--- src/rtl/dsc_pkg.sv ---
package dsc_pkg;
   localparam int unsigned N_RAIL = 2;
   localparam int unsigned RAIL1  = 0;
   localparam int unsigned RAIL2  = 1;

   typedef enum logic {
      PRI_RAIL2 = 1'b0,
      PRI_RAIL1 = 1'b1
   } pri_e;

   typedef logic [N_RAIL-1:0] grant_t;

   // Priority rail wins when it asks. Otherwise the other rail may take the window.
   function automatic grant_t decide(input pri_e pri, input logic req1, input logic req2);
      grant_t g;
      g = '0;
      if (pri == PRI_RAIL1) begin
         g[RAIL1] = req1;
         g[RAIL2] = ~req1 & req2;
      end else begin
         g[RAIL2] = req2;
         g[RAIL1] = ~req2 & req1;
      end
      return g;
   endfunction
endpackage

--- src/rtl/dsc_phase_gen.sv ---
module dsc_phase_gen #(
   parameter int unsigned PH_ON    = 3,
   parameter int unsigned DEAD_CYC = 1
) (
   input  logic clk,
   input  logic rst_n,
   output logic wrap_n,
   output logic ctl_n,
   output logic phi1_n,
   output logic phi2_n,
   output logic ctl_q,
   output logic phi1_q,
   output logic phi2_q
);
   localparam int unsigned PERIOD = 2 * (PH_ON + DEAD_CYC);
   localparam int unsigned PW     = (PERIOD > 2) ? $clog2(PERIOD) : 1;
   localparam logic [PW-1:0] LAST   = PW'(PERIOD - 1);
   localparam logic [PW-1:0] P1_END = PW'(PH_ON);
   localparam logic [PW-1:0] P2_BEG = PW'(PH_ON + DEAD_CYC);
   localparam logic [PW-1:0] P2_END = PW'(2 * PH_ON + DEAD_CYC);

   logic [PW-1:0] pos_q;
   logic [PW-1:0] pos_n;

   always_comb begin
      wrap_n = (pos_q == LAST);
      pos_n  = wrap_n ? '0 : pos_q + PW'(1);
      ctl_n  = wrap_n ? ~ctl_q : ctl_q;
      phi1_n = (pos_n < P1_END);
      phi2_n = (pos_n >= P2_BEG) && (pos_n < P2_END);
   end

   // Reset parks on the last slot, so the first edge after release opens a window.
   always_ff @(posedge clk) begin
      if (!rst_n) begin
         pos_q  <= LAST;
         ctl_q  <= 1'b0;
         phi1_q <= 1'b0;
         phi2_q <= 1'b0;
      end else begin
         pos_q  <= pos_n;
         ctl_q  <= ctl_n;
         phi1_q <= phi1_n;
         phi2_q <= phi2_n;
      end
   end
endmodule

--- src/rtl/dsc_window_arb.sv ---
module dsc_window_arb
   import dsc_pkg::*;
#(
   parameter int unsigned SYNC_STAGES = 2
) (
   input  logic       clk,
   input  logic       rst_n,
   input  logic [3:0] cmp_raw,   // {v2_b, v2_a, v1_b, v1_a}
   input  logic       wrap_n,
   input  logic       ctl_n,
   output grant_t     grant_n,
   output grant_t     grant_q
);
   localparam int unsigned N_CMP = 4;

   logic [N_CMP-1:0] cmp_s;

   for (genvar b = 0; b < N_CMP; b++) begin : g_sync
      logic [SYNC_STAGES-1:0] chain;
      always_ff @(posedge clk) begin
         if (!rst_n) chain <= '0;
         else        chain <= {chain[SYNC_STAGES-2:0], cmp_raw[b]};
      end
      assign cmp_s[b] = chain[SYNC_STAGES-1];
   end

   logic   req1;
   logic   req2;
   grant_t fresh;

   always_comb begin
      req1    = ctl_n ? cmp_s[0] : cmp_s[1];
      req2    = ctl_n ? cmp_s[2] : cmp_s[3];
      fresh   = decide(pri_e'(ctl_n), req1, req2);
      grant_n = wrap_n ? fresh : grant_q;
   end

   always_ff @(posedge clk) begin
      if (!rst_n) grant_q <= '0;
      else        grant_q <= grant_n;
   end
endmodule

--- src/rtl/dsc_gate_drv.sv ---
module dsc_gate_drv
   import dsc_pkg::*;
(
   input  logic              clk,
   input  logic              rst_n,
   input  logic              phi1_n,
   input  logic              phi2_n,
   input  grant_t            grant_n,
   output logic [N_RAIL-1:0] ph1_t,
   output logic [N_RAIL-1:0] ph1_i,
   output logic [N_RAIL-1:0] ph2_t,
   output logic [N_RAIL-1:0] ph2_i,
   output logic              sh1,
   output logic              sh2
);
   for (genvar j = 0; j < N_RAIL; j++) begin : g_rail
      always_ff @(posedge clk) begin
         if (!rst_n) begin
            ph1_t[j] <= 1'b0;
            ph2_t[j] <= 1'b0;
            ph1_i[j] <= 1'b1;
            ph2_i[j] <= 1'b1;
         end else begin
            ph1_t[j] <= phi1_n & grant_n[j];
            ph2_t[j] <= phi2_n & grant_n[j];
            ph1_i[j] <= ~(phi1_n & grant_n[j]);
            ph2_i[j] <= ~(phi2_n & grant_n[j]);
         end
      end
   end

   always_ff @(posedge clk) begin
      if (!rst_n) begin
         sh1 <= 1'b0;
         sh2 <= 1'b0;
      end else begin
         sh1 <= phi1_n & (|grant_n);
         sh2 <= phi2_n & (|grant_n);
      end
   end
endmodule

--- src/rtl/dual_sc_ctrl.sv ---
module dual_sc_ctrl
   import dsc_pkg::*;
#(
   parameter int unsigned PH_ON       = 3,
   parameter int unsigned DEAD_CYC    = 1,
   parameter int unsigned SYNC_STAGES = 2
) (
   input  logic clk,
   input  logic rst_n,
   input  logic v1_below_a,
   input  logic v1_below_b,
   input  logic v2_below_a,
   input  logic v2_below_b,
   output logic ctl_o,
   output logic phi1_o,
   output logic phi2_o,
   output logic grant1_o,
   output logic grant2_o,
   output logic o1_ph1,
   output logic o1_ph1_n,
   output logic o1_ph2,
   output logic o1_ph2_n,
   output logic o2_ph1,
   output logic o2_ph1_n,
   output logic o2_ph2,
   output logic o2_ph2_n,
   output logic sh_ph1,
   output logic sh_ph2
);
   if (PH_ON < 1) begin : g_bad_on
      $error("PH_ON must be at least 1");
   end
   if (DEAD_CYC < 1) begin : g_bad_dead
      $error("DEAD_CYC must be at least 1");
   end
   if (SYNC_STAGES < 2) begin : g_bad_sync
      $error("SYNC_STAGES must be at least 2");
   end

   logic   wrap_n;
   logic   ctl_n;
   logic   phi1_n;
   logic   phi2_n;
   grant_t grant_n;
   grant_t grant_q;
   logic [N_RAIL-1:0] ph1_t;
   logic [N_RAIL-1:0] ph1_i;
   logic [N_RAIL-1:0] ph2_t;
   logic [N_RAIL-1:0] ph2_i;

   dsc_phase_gen #(.PH_ON(PH_ON), .DEAD_CYC(DEAD_CYC)) u_phase (
      .clk    (clk),
      .rst_n  (rst_n),
      .wrap_n (wrap_n),
      .ctl_n  (ctl_n),
      .phi1_n (phi1_n),
      .phi2_n (phi2_n),
      .ctl_q  (ctl_o),
      .phi1_q (phi1_o),
      .phi2_q (phi2_o)
   );

   dsc_window_arb #(.SYNC_STAGES(SYNC_STAGES)) u_arb (
      .clk     (clk),
      .rst_n   (rst_n),
      .cmp_raw ({v2_below_b, v2_below_a, v1_below_b, v1_below_a}),
      .wrap_n  (wrap_n),
      .ctl_n   (ctl_n),
      .grant_n (grant_n),
      .grant_q (grant_q)
   );

   dsc_gate_drv u_drv (
      .clk     (clk),
      .rst_n   (rst_n),
      .phi1_n  (phi1_n),
      .phi2_n  (phi2_n),
      .grant_n (grant_n),
      .ph1_t   (ph1_t),
      .ph1_i   (ph1_i),
      .ph2_t   (ph2_t),
      .ph2_i   (ph2_i),
      .sh1     (sh_ph1),
      .sh2     (sh_ph2)
   );

   assign grant1_o = grant_q[RAIL1];
   assign grant2_o = grant_q[RAIL2];
   assign o1_ph1   = ph1_t[RAIL1];
   assign o1_ph1_n = ph1_i[RAIL1];
   assign o1_ph2   = ph2_t[RAIL1];
   assign o1_ph2_n = ph2_i[RAIL1];
   assign o2_ph1   = ph1_t[RAIL2];
   assign o2_ph1_n = ph1_i[RAIL2];
   assign o2_ph2   = ph2_t[RAIL2];
   assign o2_ph2_n = ph2_i[RAIL2];
endmodule

--- config.mk ---
export PLATFORM = sky130hd
export DESIGN_NAME = dual_sc_ctrl
export DESIGN_NICKNAME = d
export VERILOG_FILES = /design/src/rtl/dsc_pkg.sv /design/src/rtl/dsc_phase_gen.sv /design/src/rtl/dsc_window_arb.sv /design/src/rtl/dsc_gate_drv.sv /design/src/rtl/dual_sc_ctrl.sv
export SDC_FILE = /design/constraint.sdc
export NUM_CORES = 1
export LEC_CHECK = 0
export ABC_AREA = 1
export BUFFER_PORTS_ARGS = -buffer_cell sky130_fd_sc_hd__buf_2
export CAP_MARGIN = 20
export CORE_MARGIN = 2
export CORE_UTILIZATION = 44
export CTS_CLUSTER_DIAMETER = 50
export CTS_CLUSTER_SIZE = 24
export DETAILED_ROUTE_END_ITERATION = 7
export PLACE_DENSITY_LB_ADDON = 0.2
export SLEW_MARGIN = 0
export SYNTH_ARGS = -nofsm -noshare
export SYNTH_HDL_FRONTEND = slang
export SYNTH_SLANG_ARGS = --single-unit
export TNS_END_PERCENT = 5
--- constraint.sdc ---
create_clock -name clk -period 1.4 [get_ports clk]
set_input_delay 0.28 -clock clk [delete_from_list [all_inputs] [get_ports clk]]
set_output_delay 0.28 -clock clk [all_outputs]
set_load 0.05 [all_outputs]
==> flow_summary.ini, run 1 <==
[status]
status = finished, final reports clean

[cts]
numClockSinks = 26
clk_latency_ps = 320
cts_root_buffer = clkbuf_4
htree_levels = 1
cts_buffers = 3
tritoncts = done
clockBufferDepth = 2
clk_pin_slew_ps = 130

[power_and_ir_drop]
powerDensity_nw_per_um2 = 1760
total_power_mw = 2.02
ir_worst_vdd_mv = 1.02
p_leak_nw = 0.623

[layout]
fill_cells = 138
final_area_sq_um = 1150
final_layout_size_suffix_gt1_share_pct = 48.4
diodes = 0
final_cells = 147
nets = 131
area_growth_pct = 34.0

[timing]
slew_headroom_pct = 83.2
fin_setup_tns_ps = 0
drv_slew = 0
rsz0062_at_grt = yes
setup_violations = 0
period_share_pct = 98.8
finClkSkew_ps = 3.61
tightest_slew_ps = 253
post-route-min-period_ps = 1380
hold_viol = 0
clock.fmax_mhz = 723

[yosys]
yosys_register_bits = 26
synth-edff-count = 0
seq_area_frac_synth_pct = 60.6
yosys_warnings = 0
synth_flop_cell = dfxtp_1
ys_types = 20
syn_inst = 91
syn-num-nets = 99
synth_area_per_cell_sq_um = 9.43
syn-cell-area_sq_um = 858
async_reset_ff_share_pct = 0

[floorplan]
die_h_um = 48.2
ios = 21
rows = 15
die_w_um = 48.2
die_area_sq_um = 2320
core-area_sq_um = 1780
floorplan.initialDensity_pct = 48.1

[global_route]
grt.total_usage_pct = 14.7
gr-total-overflow = 0
grt_antenna_before_repair = 0
grt_max_degree = 15
grt_first_pass_wirelength_um = 2280
grt_pass1_vias = 548

[place]
io_buffers = 20
post-place-cells = 140
dp_hpwl_um = 1000
post_dp_cell_area_sq_um = 1020
place.gp.congestion = 0.731

[hold_path]
hold_class = input port to register
worstHoldStart = v2_below_b

[critical_path]
start_kind = register
worstSetupEndpoint = u_drv.sh1
r2r_end = u_drv.sh1
critPathSlowestCell = dfxtp_2
endpoint_kind = register
arrival_ps = 1610
crit_type = register to register
crit_start = u_phase.pos_q[0]
slowest_delay_ps = 360
crit_chain = ha_4, ha_4, buf_6, nand2_2, nand3b_1, nand3_2, nand2_2, nand3_2, nand2_1
r2r_setup_slack_ps = 20
crit_fanout = 5
r2r_cells = 9
reg2reg_from = u_phase.pos_q[0]
crit_required_ps = 1630

[detailed_routing]
drt_wl_total_um = 1540
num_vias = 629
viasPerCell = 4.28
drc = 0
drt_iter0_markers = 5
wl_per_cell_um = 10.4
drt_first_pass_iters = 5
antenna_left = 0

[job]
drv_cap = 0
final cells by class:
| cell class | count | area (sq um) | area share (%) |
|---|---|---|---|
| clock buffer | 4 | 36.3 | 3.16 |
| timing repair buffer | 29 | 171 | 14.9 |
| multi-input combinational | 45 | 317 | 27.5 |
| sequential | 26 | 524 | 45.6 |
| inverter | 18 | 70.1 | 6.09 |
| tap | 25 | 31.3 | 2.72 |
critical path, delay by kind of cell, from the launching register on:
kind,cells,cell delay [ps]
and+or+nand+nor,6,470
buffers and inverters,1,130
adders and majority gates,2,350
DFF,1,360
cells in the final DEF, fill, tap and decap left out:
cell type	netlist	final
dfxtp_2	0	3
buf_4	0	8
nand2_1	23	17
nand4_1	1	1
inv_4	0	1
buf_2	1	20
nand2_2	1	6
a21oi_4	1	1
buf_6	1	1
nand3_1	4	2
or2_4	1	1
inv_1	16	15
dfxtp_1	26	23
nand3_2	3	4
nor2_1	2	2
nand3b_1	1	1
nor2_2	1	1
nand3_4	0	1
or2_2	2	2
ha_4	0	2
inv_2	2	2
a21oi_1	1	1
o21ai_0	1	1
nand2_4	1	2
clkbuf_4	0	3
clkbuf_8	0	1
metrics by stage:
step / util, % / setup WS, ps / hold WS, ps
2_1_floorplan: - / 1.60 / 378
3_3_place_gp: 57.3 / -56.1 / 393
3_5_place_dp: 57.3 / -108 / 399
4_1_cts: 61.3 / 9.16 / 132
5_1_grt: 64.5 / -31.3 / 135
6_report: 64.5 / 17.2 / 136
cell families after synthesis:
kind of cell / after synthesis / share of synthesized area [%]
adder cells (fa/ha/maj): 2 / 2.91
AND/OR/NAND/NOR: 40 / 23.6
flip-flops: 26 / 60.6
AO/OA/AOI/OAI: 3 / 3.06
buffers and inverters: 20 / 9.77
cells in the mapped netlist, types with 2 or more instances:
| cell | instances | area share (%) |
|---|---|---|
| nand3_1 | 4 | 2.3 |
| nand3_2 | 3 | 3.5 |
| dfxtp_1 | 26 | 61 |
| ha_1 | 2 | 2.9 |
| inv_2 | 2 | 0.87 |
| inv_1 | 16 | 7.0 |
| nor2_1 | 2 | 0.87 |
| nand2_1 | 23 | 10 |
| or2_2 | 2 | 1.5 |
worst min path at each step:
| stage | endpoint | cells after the start |
|---|---|---|
| global route | u_arb.g_sync[3].chain[0] | 3 |
| CTS | u_arb.g_sync[2].chain[0] | 3 |
| detailed placement | u_arb.g_sync[0].chain[1] | 2 |
| finish | u_arb.g_sync[3].chain[0] | 3 |
| floorplan | u_arb.g_sync[0].chain[0] | 2 |
| global placement | u_arb.g_sync[0].chain[1] | 2 |
metal layers:
metal	global-route usage (%)	vias up	part of all wire, %
li1	-	331	-
met1	18.6	278	48
met2	23.2	17	46
met3	2.22	3	4.2
met4	9.73	0	1.6
met5	0	-	0
registers in the layout, summed over array words and instances (netlist names), 2 cells and up:
signal	flops
u_arb.g_sync.chain	8
u_phase.pos_q	3
u_drv.ph1_i	2
u_drv.ph2_i	2
u_arb.grant_q	2
u_drv.ph2_t	2
u_drv.ph1_t	2
what timing repair did:
action | CTS | global route
setup endpoints to repair | 12 | 11
pin swaps | 4 | 7
resized for setup | 8 | 10
hold buffers | 0 | 0
buffers inserted | 0 | 3
gates cloned | 0 | 0
power breakdown:
group	switching, mW	internal [mW]
sequential	0.0456	0.835
clock	0.208	0.159
combinational	0.494	0.281
No activity file was read; power rests on OpenSTA's default activity.
==> run 2: changes to the inputs <==
CORE_UTILIZATION = 48   (was 44)
CTS_BUF_LIST = sky130_fd_sc_hd__clkbuf_4   (was default)
==> run 2 against run 1 <==
  * Total power decreased by 0.17%
  * Core utilization increased by 3.7 points
  * Largest power group unchanged
  * Critical endpoint is now u_drv.sh2
  * Via count increased by 4.3%
  * Sequential power about the same
  * Combinational power increased by 5.9%
==> flow_summary.ini, run 2 (same netlist as run 1, synthesis figures left out) <==
[timing]
period_share_pct = 99.9
hold_viol = 0
tightest_slew_ps = 252
post-route-min-period_ps = 1400
fin_setup_tns_ps = 0
drv_slew = 0
slew_headroom_pct = 83.3
finClkSkew_ps = 5.75
setup_violations = 0
clock.fmax_mhz = 715
setup_ws_ps = 1.79
holdWs_ps = 123
rsz0062_at_grt = yes

[critical_path]
start_kind = register
crit_required_ps = 1640
arrival_ps = 1640
crit_chain = ha_4, ha_4, buf_4, nor2_2, nand2_1, nand3_1, inv_2, nand2_2, nand2_1
crit_fanout = 7
slowest_delay_ps = 360
crit_type = register to register
critPathSlowestCell = dfxtp_2
r2r_setup_slack_ps = 2
endpoint_kind = register
crit_family = simple AND/OR/NAND/NOR gates
worst-path-buf-inv = 2

[cts]
cts_buffers = 3
clockBufferDepth = 2
tritoncts = done
htree_levels = 1
clk_latency_ps = 330
hold_buffers = 0
numClockSinks = 26
cts_root_buffer = clkbuf_4
clk_pin_slew_ps = 130

[power_and_ir_drop]
ir_worst_vdd_mv = 0.890
p_leak_nw = 0.628
powerDensity_nw_per_um2 = 1730
total_power_mw = 2.02

[global_route]
grt_antenna_before_repair = 0
grt.total_usage_pct = 16.8
grt_max_degree = 15
grt_first_pass_wirelength_um = 2350
grt_pass1_vias = 589
gr-total-overflow = 0

[layout]
fin_util_pct = 68.2
largest_reg_flops = 8
largest_register = u_arb.g_sync.chain
area_growth_pct = 35.7
reg_top3 = u_arb.g_sync.chain: 8 flops, u_phase.pos_q: 3 flops
final_layout_size_suffix_gt1_share_pct = 49.2
fill_cells = 140
nets = 133
layout_commonest_cell = dfxtp_1
mostFrequentLayoutCells = dfxtp_1, buf_2, nand2_1, inv_1, buf_4
diodes = 0

[detailed_routing]
drt_wl_total_um = 1560
wl_per_cell_um = 10.5
drt_first_pass_iters = 4
viasPerCell = 4.40
num_vias = 656
drt_iter0_markers = 4
antenna_left = 0
drc = 0

[floorplan]
die_area_sq_um = 2140
die_h_um = 46.3
die_w_um = 46.3
rows = 15
ios = 21
floorplan.initialDensity_pct = 50.3
core-area_sq_um = 1710

[hold_path]
hold_class = input port to register

[place]
dp_hpwl_um = 993
place.gp.congestion = 0.753
preCtsSetupSlack_ps = -159
io_buffers = 20

[status]
status = finished, final reports clean

[job]
drv_cap = 0
run 2: cell count changes in the layout (fill, tap and decap cells not counted), sizes merged:
cell | previous run | this run
clkbuf | 4 | 3
buf | 29 | 31
clkinv | 0 | 1
run 2: timing repair:
item | in CTS | in global routing
buffers inserted | 3 | 2
endpoints found under the setup margin | 12 | 12
endpoints found under the hold margin | 0 | 0
resized for setup | 7 | 13
pin swaps | 4 | 7
run 2: area by class of cell:
class,instances,area [sq um],area share (%)
inverters,18,70.1,6.02
clock buffers,3,22.5,1.93
flip-flops and latches,26,524,45.0
well taps,25,31.3,2.69
clock inverters,1,3.75,0.322
multi-input cells,45,327,28.0
repair buffers,31,186,16.0
run 2: through the flow:
step	instances	area (sq um)
3_5_place_dp	140	1020
3_3_place_gp	140	1020
5_1_grt	149	1160
2_1_floorplan	91	862
6_report	149	1160
4_1_cts	147	1100
run 2: worst min-delay path, stage by stage:
cell	delay (ps)
buf_2	70
nand2_1	40
inv_1	40
run 2: final timing paths:
check,startpoint,depth (start not counted),end
max reg2reg,u_phase.pos_q[1],9,u_drv.sh2
max,u_phase.pos_q[1],9,u_drv.sh2
min,v2_below_b,3,u_arb.g_sync[3].chain[0]
min reg2reg,u_arb.g_sync[2].chain[0],2,u_arb.g_sync[2].chain[1]
run 2: routing by layer:
metal | vias to the layer above | GRT usage, % | wire length, um
li1 | 333 | - | -
met1 | 296 | 15.7 | 605
met2 | 22 | 30.6 | 821
met3 | 5 | 4.71 | 84
met4 | 0 | 12.0 | 47
met5 | - | 0 | 0
run 2: power breakdown:
part           internal (mW)  total (mW)  switching [mW]
registers              0.835       0.880          0.0450
clock network          0.105       0.317           0.212
logic                  0.307       0.821           0.515
total                   1.25        2.02           0.772
==> run 3: changes to the inputs <==
--- a/config.mk
+++ b/config.mk
@@ -16,4 +16,5 @@
 export DETAILED_ROUTE_END_ITERATION = 7
 export PLACE_DENSITY_LB_ADDON = 0.2
+export SETUP_SLACK_MARGIN = 0.1
 export SLEW_MARGIN = 0
 export SYNTH_ARGS = -nofsm -noshare
==> constraint.sdc (replaced) <==
create_clock -name clk -period 1.4 [get_ports clk]
set_input_delay 0.21 -clock clk [delete_from_list [all_inputs] [get_ports clk]]
set_output_delay 0.21 -clock clk [all_outputs]
set_load 0.05 [all_outputs]
==> run 3 against run 2 <==
  * Core utilization is 1.6 points lower
  * Sequential share of layout area is 1.1 points higher
  * Hold slack worse by 46 ps
  * Global-route usage is 2.1 points lower
  * Largest power group unchanged
  * Combinational power is 7.2% lower
  * Non-clock buffer count is 5 lower
  * Worst setup slack worse by 1.3 ps
  * Clock-buffer cell count stayed put
  * Routed wire length is 4.1% lower
  * Total power is 4.2% lower
==> flow_summary.ini, run 3 (same netlist as run 1, synthesis figures left out) <==
[critical_path]
r2r_setup_slack_ps = 0.5
r2r_cells = 9
worstSetupEndpoint = u_drv.ph1_t[1]
crit_fanout = 6
start_kind = register
crit_type = register to register
slowest_delay_ps = 350
critPathSlowestCell = dfxtp_2
crit_required_ps = 1660
arrival_ps = 1660
r2r_end = u_drv.ph1_t[1]
reg2reg_from = u_phase.pos_q[0]
endpoint_kind = register
crit_chain = ha_4, ha_4, inv_4, nand2_1, nand3b_1, nand3_1, nand2_2, nand3_2, inv_1
worst-path-buf-inv = 2
crit_start = u_phase.pos_q[0]
crit_top_cell = ha_4
crit_family = simple AND/OR/NAND/NOR gates
path_depth = 9

[cts]
cts_root_buffer = clkbuf_4
cts_buffers = 3
htree_levels = 1
numClockSinks = 26
clk_pin_slew_ps = 120
hold_buffers = 0
tritoncts = done
clockBufferDepth = 2
clk_latency_ps = 310

[layout]
largest_register = u_arb.g_sync.chain
area_growth_pct = 32.5
layout_commonest_cell = dfxtp_1
reg_top3 = u_arb.g_sync.chain: 8 flops, u_phase.pos_q: 3 flops
final_layout_size_suffix_gt1_share_pct = 47.5
mostFrequentLayoutCells = dfxtp_1, buf_2, nand2_1, inv_1, buf_4
diodes = 0
fin_util_pct = 66.6
nets = 128
final_area_sq_um = 1140
largest_reg_flops = 8
final_cells = 143

[timing]
setup_violations = 0
drv_slew = 0
setup_ws_ps = 0.530
tightest_slew_ps = 250
finClkSkew_ps = 2.68
hold_viol = 0
period_share_pct = 100
fin_setup_tns_ps = 0
post-route-min-period_ps = 1400
holdWs_ps = 76.8
rsz0062_at_grt = yes
slew_headroom_pct = 83.5
clock.fmax_mhz = 715

[power_and_ir_drop]
powerDensity_nw_per_um2 = 1700
p_leak_nw = 0.618
total_power_mw = 1.93
ir_worst_vdd_mv = 0.793

[global_route]
grtUsageMet1_pct = 14.9
grtUsageMet2_pct = 25.8
grt_antenna_before_repair = 0
met3_usage_pct = 3.53
grt_pass1_vias = 550
grt_max_degree = 14
grt.total_usage_pct = 14.7
top_usage_layer = met2
grt_first_pass_wirelength_um = 2120
gr-total-overflow = 0

[detailed_routing]
viasPerCell = 4.55
drt_iter0_markers = 10
drt_first_pass_iters = 4
drc = 0
antenna_left = 0
drt_wl_total_um = 1500
num_vias = 651
wl_per_cell_um = 10.5

[place]
io_buffers = 20
dp_hpwl_um = 1070
preCtsSetupSlack_ps = 23.6
post-place-cells = 136
post_dp_cell_area_sq_um = 1030
place.gp.congestion = 0.774

[floorplan]
die_h_um = 46.3
die_w_um = 46.3
ios = 21
core-area_sq_um = 1710
die_area_sq_um = 2140
rows = 15
floorplan.initialDensity_pct = 50.3

[status]
status = finished, final reports clean

[job]
drv_cap = 0

[hold_path]
hold_class = input port to register
==> run 3: cell count changes in the layout (fill, tap and decap cells not counted), sizes merged <==
cell / delta
clkinv: -1
buf: -5
==> run 3: worst min-delay path by stage <==
stage	startpoint	to	slack, ps	depth (start not counted)
2_1_floorplan	v1_below_a	u_arb.g_sync[0].chain[0]	310	2
3_3_place_gp	u_arb.g_sync[1].chain[0]	u_arb.g_sync[1].chain[1]	390	2
3_5_place_dp	v1_below_b	u_arb.g_sync[1].chain[0]	400	3
4_1_cts	v1_below_b	u_arb.g_sync[1].chain[0]	70	3
5_1_grt	v2_below_a	u_arb.g_sync[2].chain[0]	60	3
6_report	v1_below_b	u_arb.g_sync[1].chain[0]	80	3
==> run 3: power by group <==
part | total [mW] | internal [mW] | switching, mW
sequential | 0.881 | 0.835 | 0.0453
clock | 0.291 | 0.101 | 0.190
combinational | 0.762 | 0.260 | 0.503
==> run 3: layer usage <==
metal / wire length, um / part of all wire, %
met1: 555 / 37
met4: 29 / 1.9
met5: 0 / 0
met2: 833 / 56
met3: 76 / 5.1
==> run 3: final cells by class <==
class,count,area [sq um]
repair buffers,26,145
well taps,25,31.3
clock buffers,3,22.5
fillers,133,571
multi-input cells,45,344
flip-flops and latches,26,524
inverters,18,70.1
==> run 3: timing repair <==
action,4_1_cts,5_1_grt
pin swaps,3,6
setup endpoints to repair,11,13
buffers inserted,2,2
gates resized for setup,1,16
==> run 3: tightest hold or removal path: cells and delay by family <==
| family | cells | cell delay (ps) |
|---|---|---|
| buffers and inverters | 2 | 110 |
| AND/OR/NAND/NOR | 1 | 40 |
